## src/rtl/phy_rpc_pkg.sv

```systemverilog
package phy_rpc_pkg;
  localparam int unsigned REG_AW      = 5;
  localparam int unsigned REG_DW      = 16;
  localparam int unsigned CTRL_ADDR   = 0;
  localparam int unsigned BIT_SWRST   = 15;
  localparam int unsigned BIT_PWRDN   = 11;
endpackage

```

## src/rtl/rpc_hwrst_filter.sv

```systemverilog
module rpc_hwrst_filter #(
  parameter int unsigned MIN_LOW = 50
) (
  input  logic clk,
  input  logic por_n,
  input  logic pin_n,
  output logic qual
);
  localparam int unsigned CW = $clog2(MIN_LOW + 1);
  localparam logic [CW-1:0] LIM = CW'(MIN_LOW);

  logic          sync1_q, sync2_q;
  logic [CW-1:0] lo_q, lo_d;

  always_comb begin
    lo_d = '0;
    if (!sync2_q) lo_d = (lo_q == LIM) ? LIM : lo_q + CW'(1);
  end

  always_ff @(posedge clk or negedge por_n) begin
    if (!por_n) begin
      sync1_q <= 1'b1;
      sync2_q <= 1'b1;
      lo_q    <= '0;
    end else begin
      sync1_q <= pin_n;
      sync2_q <= sync1_q;
      lo_q    <= lo_d;
    end
  end

  assign qual = (lo_q == LIM);

  // qualification only follows a low synchronised sample
  p_qual_after_low_r2: assert property (@(posedge clk) disable iff (!por_n)
    qual |-> $past(!sync2_q));
endmodule

```

## src/rtl/rpc_reset_seq.sv

```systemverilog
module rpc_reset_seq #(
  parameter int unsigned RST_CYC = 50
) (
  input  logic clk,
  input  logic por_n,
  input  logic hw_qual,
  input  logic sw_req,
  output logic sw_start,
  output logic active
);
  localparam int unsigned CW = $clog2(RST_CYC + 1);
  localparam logic [CW-1:0] LOAD = CW'(RST_CYC);

  logic [CW-1:0] tmr_q, tmr_d;

  assign active   = (tmr_q != '0);
  assign sw_start = sw_req && !active;

  always_comb begin
    tmr_d = tmr_q;
    if (hw_qual || sw_start) tmr_d = LOAD;
    else if (active)         tmr_d = tmr_q - CW'(1);
  end

  always_ff @(posedge clk or negedge por_n) begin
    if (!por_n) tmr_q <= LOAD;
    else        tmr_q <= tmr_d;
  end

  p_hw_trigger_r3: assert property (@(posedge clk) disable iff (!por_n)
    hw_qual |=> active);
  p_sw_trigger_r5: assert property (@(posedge clk) disable iff (!por_n)
    sw_start |=> (active && tmr_q == LOAD));
  p_release_r1: assert property (@(posedge clk) disable iff (!por_n)
    $fell(active) |-> ($past(tmr_q) == CW'(1)));
endmodule

```

## src/rtl/rpc_ed_ctrl.sv

```systemverilog
module rpc_ed_ctrl #(
  parameter int unsigned ED_PERIOD = 32
) (
  input  logic clk,
  input  logic por_n,
  input  logic ed_enable,
  input  logic line_active,
  input  logic in_reset,
  input  logic pd_bit,
  output logic low_power,
  output logic tx_pulse
);
  localparam int unsigned PW = (ED_PERIOD > 2) ? $clog2(ED_PERIOD) : 1;
  localparam logic [PW-1:0] LAST = PW'(ED_PERIOD - 1);

  logic          lp_q, lp_d;
  logic [PW-1:0] pc_q, pc_d;

  always_comb begin
    lp_d = ed_enable && !line_active && !in_reset && !pd_bit;
    pc_d = '0;
    if (lp_q && pc_q != LAST) pc_d = pc_q + PW'(1);
  end

  always_ff @(posedge clk or negedge por_n) begin
    if (!por_n) begin
      lp_q <= 1'b0;
      pc_q <= '0;
    end else begin
      lp_q <= lp_d;
      pc_q <= pc_d;
    end
  end

  assign low_power = lp_q;
  assign tx_pulse  = lp_q && (pc_q == LAST);

  p_pulse_in_lp_r9: assert property (@(posedge clk) disable iff (!por_n)
    tx_pulse |-> low_power);
  p_lp_exit_r8: assert property (@(posedge clk) disable iff (!por_n)
    line_active |=> !low_power);
endmodule

```

## src/rtl/phy_rstpwr_ctrl.sv

```systemverilog
module phy_rstpwr_ctrl
  import phy_rpc_pkg::*;
#(
  parameter int unsigned CLK_HZ    = 50_000_000,
  parameter int unsigned ED_PERIOD = 32,
  parameter int unsigned STRAP_W   = 4,
  parameter logic [15:0] BMCR_DEF  = 16'h3100
) (
  input  logic               clk,
  input  logic               por_n,
  input  logic               hw_rst_n,
  input  logic [STRAP_W-1:0] strap_in,
  input  logic               reg_wr,
  input  logic [4:0]         reg_addr,
  input  logic [15:0]        reg_wdata,
  input  logic               ed_enable,
  input  logic               line_active,
  output logic               reset_active,
  output logic [15:0]        bmcr_q,
  output logic [STRAP_W-1:0] strap_q,
  output logic               power_down,
  output logic               low_power,
  output logic               tx_pulse
);
  localparam int unsigned RST_CYC = CLK_HZ / 1_000_000;

  logic              hw_qual, sw_req, sw_start, ctrl_wr;
  logic [14:0]       mode_q, mode_d;
  logic [STRAP_W-1:0] strap_r;

  assign ctrl_wr = reg_wr && (reg_addr == REG_AW'(CTRL_ADDR));
  assign sw_req  = ctrl_wr && reg_wdata[BIT_SWRST];

  rpc_hwrst_filter #(.MIN_LOW(RST_CYC)) u_filt (
    .clk(clk), .por_n(por_n), .pin_n(hw_rst_n), .qual(hw_qual));

  rpc_reset_seq #(.RST_CYC(RST_CYC)) u_seq (
    .clk(clk), .por_n(por_n), .hw_qual(hw_qual), .sw_req(sw_req),
    .sw_start(sw_start), .active(reset_active));

  always_comb begin
    mode_d = mode_q;
    if (reset_active || sw_start) mode_d = BMCR_DEF[14:0];
    else if (ctrl_wr)             mode_d = reg_wdata[14:0];
  end

  always_ff @(posedge clk or negedge por_n) begin
    if (!por_n) mode_q <= BMCR_DEF[14:0];
    else        mode_q <= mode_d;
  end

  always_ff @(posedge clk or negedge por_n) begin
    if (!por_n)            strap_r <= '0;
    else if (reset_active) strap_r <= strap_in;
  end

  assign strap_q    = strap_r;
  assign bmcr_q     = {reset_active, mode_q};
  assign power_down = mode_q[BIT_PWRDN] && !reset_active;

  rpc_ed_ctrl #(.ED_PERIOD(ED_PERIOD)) u_ed (
    .clk(clk), .por_n(por_n), .ed_enable(ed_enable), .line_active(line_active),
    .in_reset(reset_active), .pd_bit(mode_q[BIT_PWRDN]),
    .low_power(low_power), .tx_pulse(tx_pulse));

  p_pd_not_in_reset_r7: assert property (@(posedge clk) disable iff (!por_n)
    power_down |-> !reset_active);
  p_strap_frozen_r4: assert property (@(posedge clk) disable iff (!por_n)
    $past(!reset_active) |-> $stable(strap_q));
  p_mode_default_r6: assert property (@(posedge clk) disable iff (!por_n)
    $past(reset_active) |-> (bmcr_q[14:0] == BMCR_DEF[14:0]));
endmodule

```

## config.mk

```make
export PLATFORM = sky130hd
export DESIGN_NAME = phy_rstpwr_ctrl
export DESIGN_NICKNAME = d
export VERILOG_FILES = /design/src/rtl/phy_rpc_pkg.sv /design/src/rtl/rpc_hwrst_filter.sv /design/src/rtl/rpc_reset_seq.sv /design/src/rtl/rpc_ed_ctrl.sv /design/src/rtl/phy_rstpwr_ctrl.sv
export SDC_FILE = /design/constraint.sdc
export NUM_CORES = 1
export LEC_CHECK = 0
export CELL_PAD_IN_SITES_DETAIL_PLACEMENT = 1
export CELL_PAD_IN_SITES_GLOBAL_PLACEMENT = 2
export CORE_MARGIN = 2
export CORE_UTILIZATION = 25
export DETAILED_ROUTE_END_ITERATION = 7
export DONT_BUFFER_PORTS = 1
export GPL_ROUTABILITY_DRIVEN = 0
export PLACE_DENSITY = 0.55
export SYNTH_ARGS = -nofsm -noshare
export SYNTH_HDL_FRONTEND = slang
export SYNTH_SLANG_ARGS = --single-unit
```

## constraint.sdc

```tcl
create_clock -name clk -period 2.5 [get_ports clk]
set_input_delay 0.5 -clock clk [delete_from_list [all_inputs] [get_ports clk]]
set_output_delay 0.5 -clock clk [all_outputs]
set_load 0.01 [all_outputs]
```

-- Word-level counts from Yosys, hierarchy flattened
Index checks and enable logic that the tools add are counted.
- flip-flop bits (word level): 39
- output and inout bits: 24
- word-level logic and storage cells: 39
- add/sub/neg operators: 3
- eq/ne operators: 3
- mux-type cells: 7
- reduce and logical (&&, ||, !) cells: 18
- operators with widths (operator ; count):
    two-way mux 15 bit ; 2
    two-way mux 6 bit ; 4
    logical AND 1 bit ; 9
    adder 6 x 1 -> 6 bit (second input constant) ; 1
    equality test 6 bit (second input constant) ; 1
    nonzero test 6 bit ; 1
    subtractor 6 x 1 -> 6 bit (second input constant) ; 1
    adder 5 x 1 -> 5 bit (second input constant) ; 1
    equality test 5 bit (second input constant) ; 1
    zero test 5 bit ; 1
    two-way mux 5 bit ; 1
    inequality test 5 bit (second input constant) ; 1
    nonzero test 2 bit ; 2
    zero test 1 bit ; 3
    logical OR 1 bit ; 2

-- Longest topological paths before layout
- depth after elaboration: 6
- gate-level depth with buffers: 8

-- Hierarchy
From an unflattened synthesis, not the netlist that was laid out.
- cells, all modules: 172
- area total of the unflattened synthesis: 1815.5 um^2
- by module, submodules not included (module ; times used ; cells each ; area each (um^2)):
    phy_rstpwr_ctrl ; 1 ; 84 ; 863.3
    rpc_hwrst_filter ; 1 ; 29 ; 347.8
    rpc_reset_seq ; 1 ; 36 ; 336.6
    rpc_ed_ctrl ; 1 ; 23 ; 267.8

-- Least setup slack after synthesis
OpenSTA, ideal clock, no wires.
- path type: reg-to-output
- start: register u_seq.tmr_q[0]
- end: output bmcr_q[15]
- data arrival time: 1858 ps
- required time: 2000 ps
- slack: 142 ps
- cell stages (with the launch flop): 8
- buffers on the path: 2
- cells stage by stage: dfrtp_1 inv_1 ha_1 or3b_4 nor3_4 inv_4 clkbuf_1 buf_4
- word-level cells in the longest chain between the ends: 1
- ends and longest elaborated chain (element ; RTL line ; RTL):
    start: declaration ; rpc_reset_seq.sv:14 ; logic [CW-1:0] tmr_q, tmr_d;
    start signal: assignment ; rpc_reset_seq.sv:27 ; else tmr_q <= tmr_d;
    nonzero test 6 bit ; rpc_reset_seq.sv:16 ; assign active = (tmr_q != '0);
    end: declaration ; phy_rstpwr_ctrl.sv:19 ; output logic [15:0] bmcr_q,
Every way passes these cells.

-- Worst setup path in the final report
- start: register u_seq.tmr_q[0]
- end: output power_down
- word-level cells in the longest chain between the ends: 3
- ends and longest elaborated chain (element ; RTL line ; RTL):
    nonzero test 6 bit ; rpc_reset_seq.sv:16 ;
    zero test 1 bit ; phy_rstpwr_ctrl.sv:59 ; assign power_down = mode_q[BIT_PWRDN] && !reset_active;
    logical AND 1 bit ; phy_rstpwr_ctrl.sv:59 ;
    end: declaration ; phy_rstpwr_ctrl.sv:21 ; output logic power_down,
Every way passes these cells.

==> metrics.csv <==
metric;value;unit
status;finished, final reports clean;
first-pass GRT wire length;6530;um
Crit path max-delay family;simple AND/OR/NAND/NOR gates;
number of global-route vias before repair;1256;
wire per inst;15.7;um
Root Buffer;clkbuf_8;
Setup Viol. Count Final;0;
Syn Std Cell Area;0.00178;mm2
Max stage delay on crit path;0.41;ns
fin crit period;2.41;ns
CP endpoint kind;primary output;
Syn Nets;206;
overall routing resource usage;0.112;
CP max FO;4;
fmax;415;MHz
clk_lat worst skew;0.29;ns
n_diodes;0;
Slew Limit Fails;0;
die area;0.00781;mm2
synthesized flop and latch total;39;
DR iter-0 viols;35;
Worst EP required;2.00;ns
ANT nets after route;0;
Hold Violations, Final;0;
Hold Crit Class;in -> async;
Slew HR;0.587;
synthesis-to-layout area growth;12.1;%
cells along the critical path;inv_2 > ha_2 > or3b_4 > nor3_4 > buf_4 > and2_4;
share of layout cells above drive strength 1;0.166;
Tcrit/Tclk final;0.963;
CTS max path bufs;2;
Setup crit start;u_seq.tmr_q[0];
die height;88.4;um
1st-pass router iterations;4;
num rows;30;
CTS buffer count;5;
number of max-cap violations;0;
largest net degree at the start of global routing;32;
H-tree depth;2;
IO Port Bufs;0;
final core utilization;0.292;
Initial Utilization;0.261;
critical path's slowest cell;or3b_4;
RR Startpoint;u_seq.tmr_q[0];
Worst-Margin Slew;0.618;ns
WP data arrival;1.91;ns
GRT Residual Overflow;0;
PwrDens;754;mW/mm2
filler cell count in the final layout;797;
CTS tree;yes;
clock-pin slew on the worst setup and hold paths;0.08;ns
Yosys cell types;36;
clk_skew;0.0114;ns
drt total wl;4270;um
synth warn;0;
Syn Inst Count;170;
Pwr Total;1500;uW
core footprint;0.00683;mm2
Die W;88.4;um
DR vias;1264;
Crit path buffers/inverters;2;
sequential area share after synthesis;0.554;
Via density;4.66;
Ports;55;
peak supply drop;297;uV
CP Class;reg -> out;
DRC Markers;0;
leakage power;0.000811;uW
CTS Sinks;39;
R2R setup slack;0.37;ns
nets;210;
mean post-synth cell area;10.5;um2
initial antenna violation count;0;
HPWL after detailed placement;2860;um
CP Launch Type;flop;
flip-flops by register name (all words and copies together), names as in the netlist:
register	flops
mode_q	15
strap_q	4
u_ed.low_power	1
u_ed.pc_q	5
u_filt.lo_q	6
u_filt.sync1_q	1
u_filt.sync2_q	1
u_seq.tmr_q	6
synthesized netlist by cell type:
library cell  number  area [um2]
buf_4              2        15.0
and3_1             2        12.5
a21oi_1           15        75.1
xor2_1             4        35.0
nand3_1            6        30.0
nand2_1           25        93.8
ha_1               5        62.6
and3b_1            1        8.76
nor3_4             1        16.3
o21ai_0            5        25.0
dfrtp_1           31         776
xnor2_1            2        17.5
and2_1             2        12.5
clkbuf_1           4        15.0
and2_0             1        6.26
inv_4              1        6.26
a211oi_1           1        7.51
buf_6              1        11.3
or3b_4             1        11.3
a31o_1             1        8.76
nand4_1            1        6.26
or3b_2             1        8.76
buf_2              2        10.0
nor2_1            12        45.0
nand3b_1          14         105
nor4b_2            1        15.0
nor4_1             1        6.26
nor3_1             5        25.0
o31ai_1            1        7.51
or4_1              2        15.0
a31oi_1            1        6.26
and4_1             1        8.76
nand2b_1           3        18.8
dfstp_2            8         210
inv_1              5        18.8
a2111oi_4          1        27.5
final timing paths:
kind                                   to  depth (start not counted)
setup / recovery               power_down                          6
hold / removal             u_ed.low_power                          1
hold reg to reg            u_filt.sync2_q                          0
max in group asynchronous  u_filt.lo_q[5]                          1
min in group clk           u_filt.sync1_q                          0
setup reg to reg           u_seq.tmr_q[0]                          8
power by group:
| group | switching, uW | internal [uW] |
|---|---|---|
| logic | 153 | 132 |
| clock network | 217 | 196 |
| registers | 82.2 | 724 |
| total | 452 | 1050 |
metal layers:
| layer | global-route usage | vias to the layer above | part of all wire |
|---|---|---|---|
| li1 | - | 589 | - |
| met1 | 0.159 | 636 | 0.49 |
| met2 | 0.161 | 35 | 0.45 |
| met3 | 0.0326 | 4 | 0.053 |
| met4 | 0.0455 | 0 | 0.011 |
| met5 | 0 | - | 0 |
layout make-up:
cell class | instances | area [um2] | share of cell area
Multi-Input combinational cell | 116 | 723 | 0.362
Clock inverter | 1 | 5.00 | 0.00251
Timing Repair Buffer | 6 | 57.6 | 0.0288
Sequential cell | 39 | 986 | 0.494
Inverter | 6 | 27.5 | 0.0138
Tap cell | 96 | 120 | 0.0602
Clock buffer | 7 | 76.3 | 0.0382
what timing repair did:
action | CTS | global route
endpoints found under the hold margin | 31 | 0
resized for setup | 0 | 4
hold buffers | 1 | 0
buffers inserted | 0 | 3
setup endpoints to repair | 0 | 3
layout by cell type, fill, tap and decap left out, drive strengths merged:
cell type and n:
nand2 25, nor4b 1, xnor2 2, nand3 6, and2 3, o21ai 5, nand3b 14, nand4 1
and3 2, a31o 1, inv 6, a2111oi 1, a21oi 15, and4 1, clkinv 1, nor4 1
nand2b 3, a211oi 1, a31oi 1, or4 2, dfrtp 31, xor2 4, o31ai 1, dfstp 8
nor2 12, buf 6, and3b 1, ha 5, or3b 2, clkbuf 7, nor3 6
worst reg2reg max path, delay by kind of cell, from the launching register on:
family | cells | cell delay (ns)
fa+ha+maj | 1 | 0.21
compound gates | 2 | 0.48
buf+inv | 3 | 0.35
simple gates | 2 | 0.62
flops | 1 | 0.40
stage by stage:
step                      setup slack (ns)  std cells  hold slack, ns  TNS (ns)  instance area (um2)
after floorplan                      0.142        170           0.204         0                 1780
after global placement               0.376        259           0.206         0                 1860
after detailed placement             0.291        259           0.206         0                 1860
after CTS                          0.00834        268          0.0318         0                 1970
after global routing              -0.00835        271          0.0242  -0.00835                 2000
final                               0.0917        271          0.0339         0                 2000
kinds of logic after synthesis:
| family | after synthesis | synth area share |
|---|---|---|
| and+or+nand+nor | 80 | 0.250 |
| DFF | 39 | 0.554 |
| AOI/OAI and AO/OA | 25 | 0.0886 |
| buffers and inverters | 15 | 0.0429 |
| xor gates and xnor gates | 6 | 0.0295 |
| adders and majority gates | 5 | 0.0351 |
No activity file was read; power rests on OpenSTA's default activity.
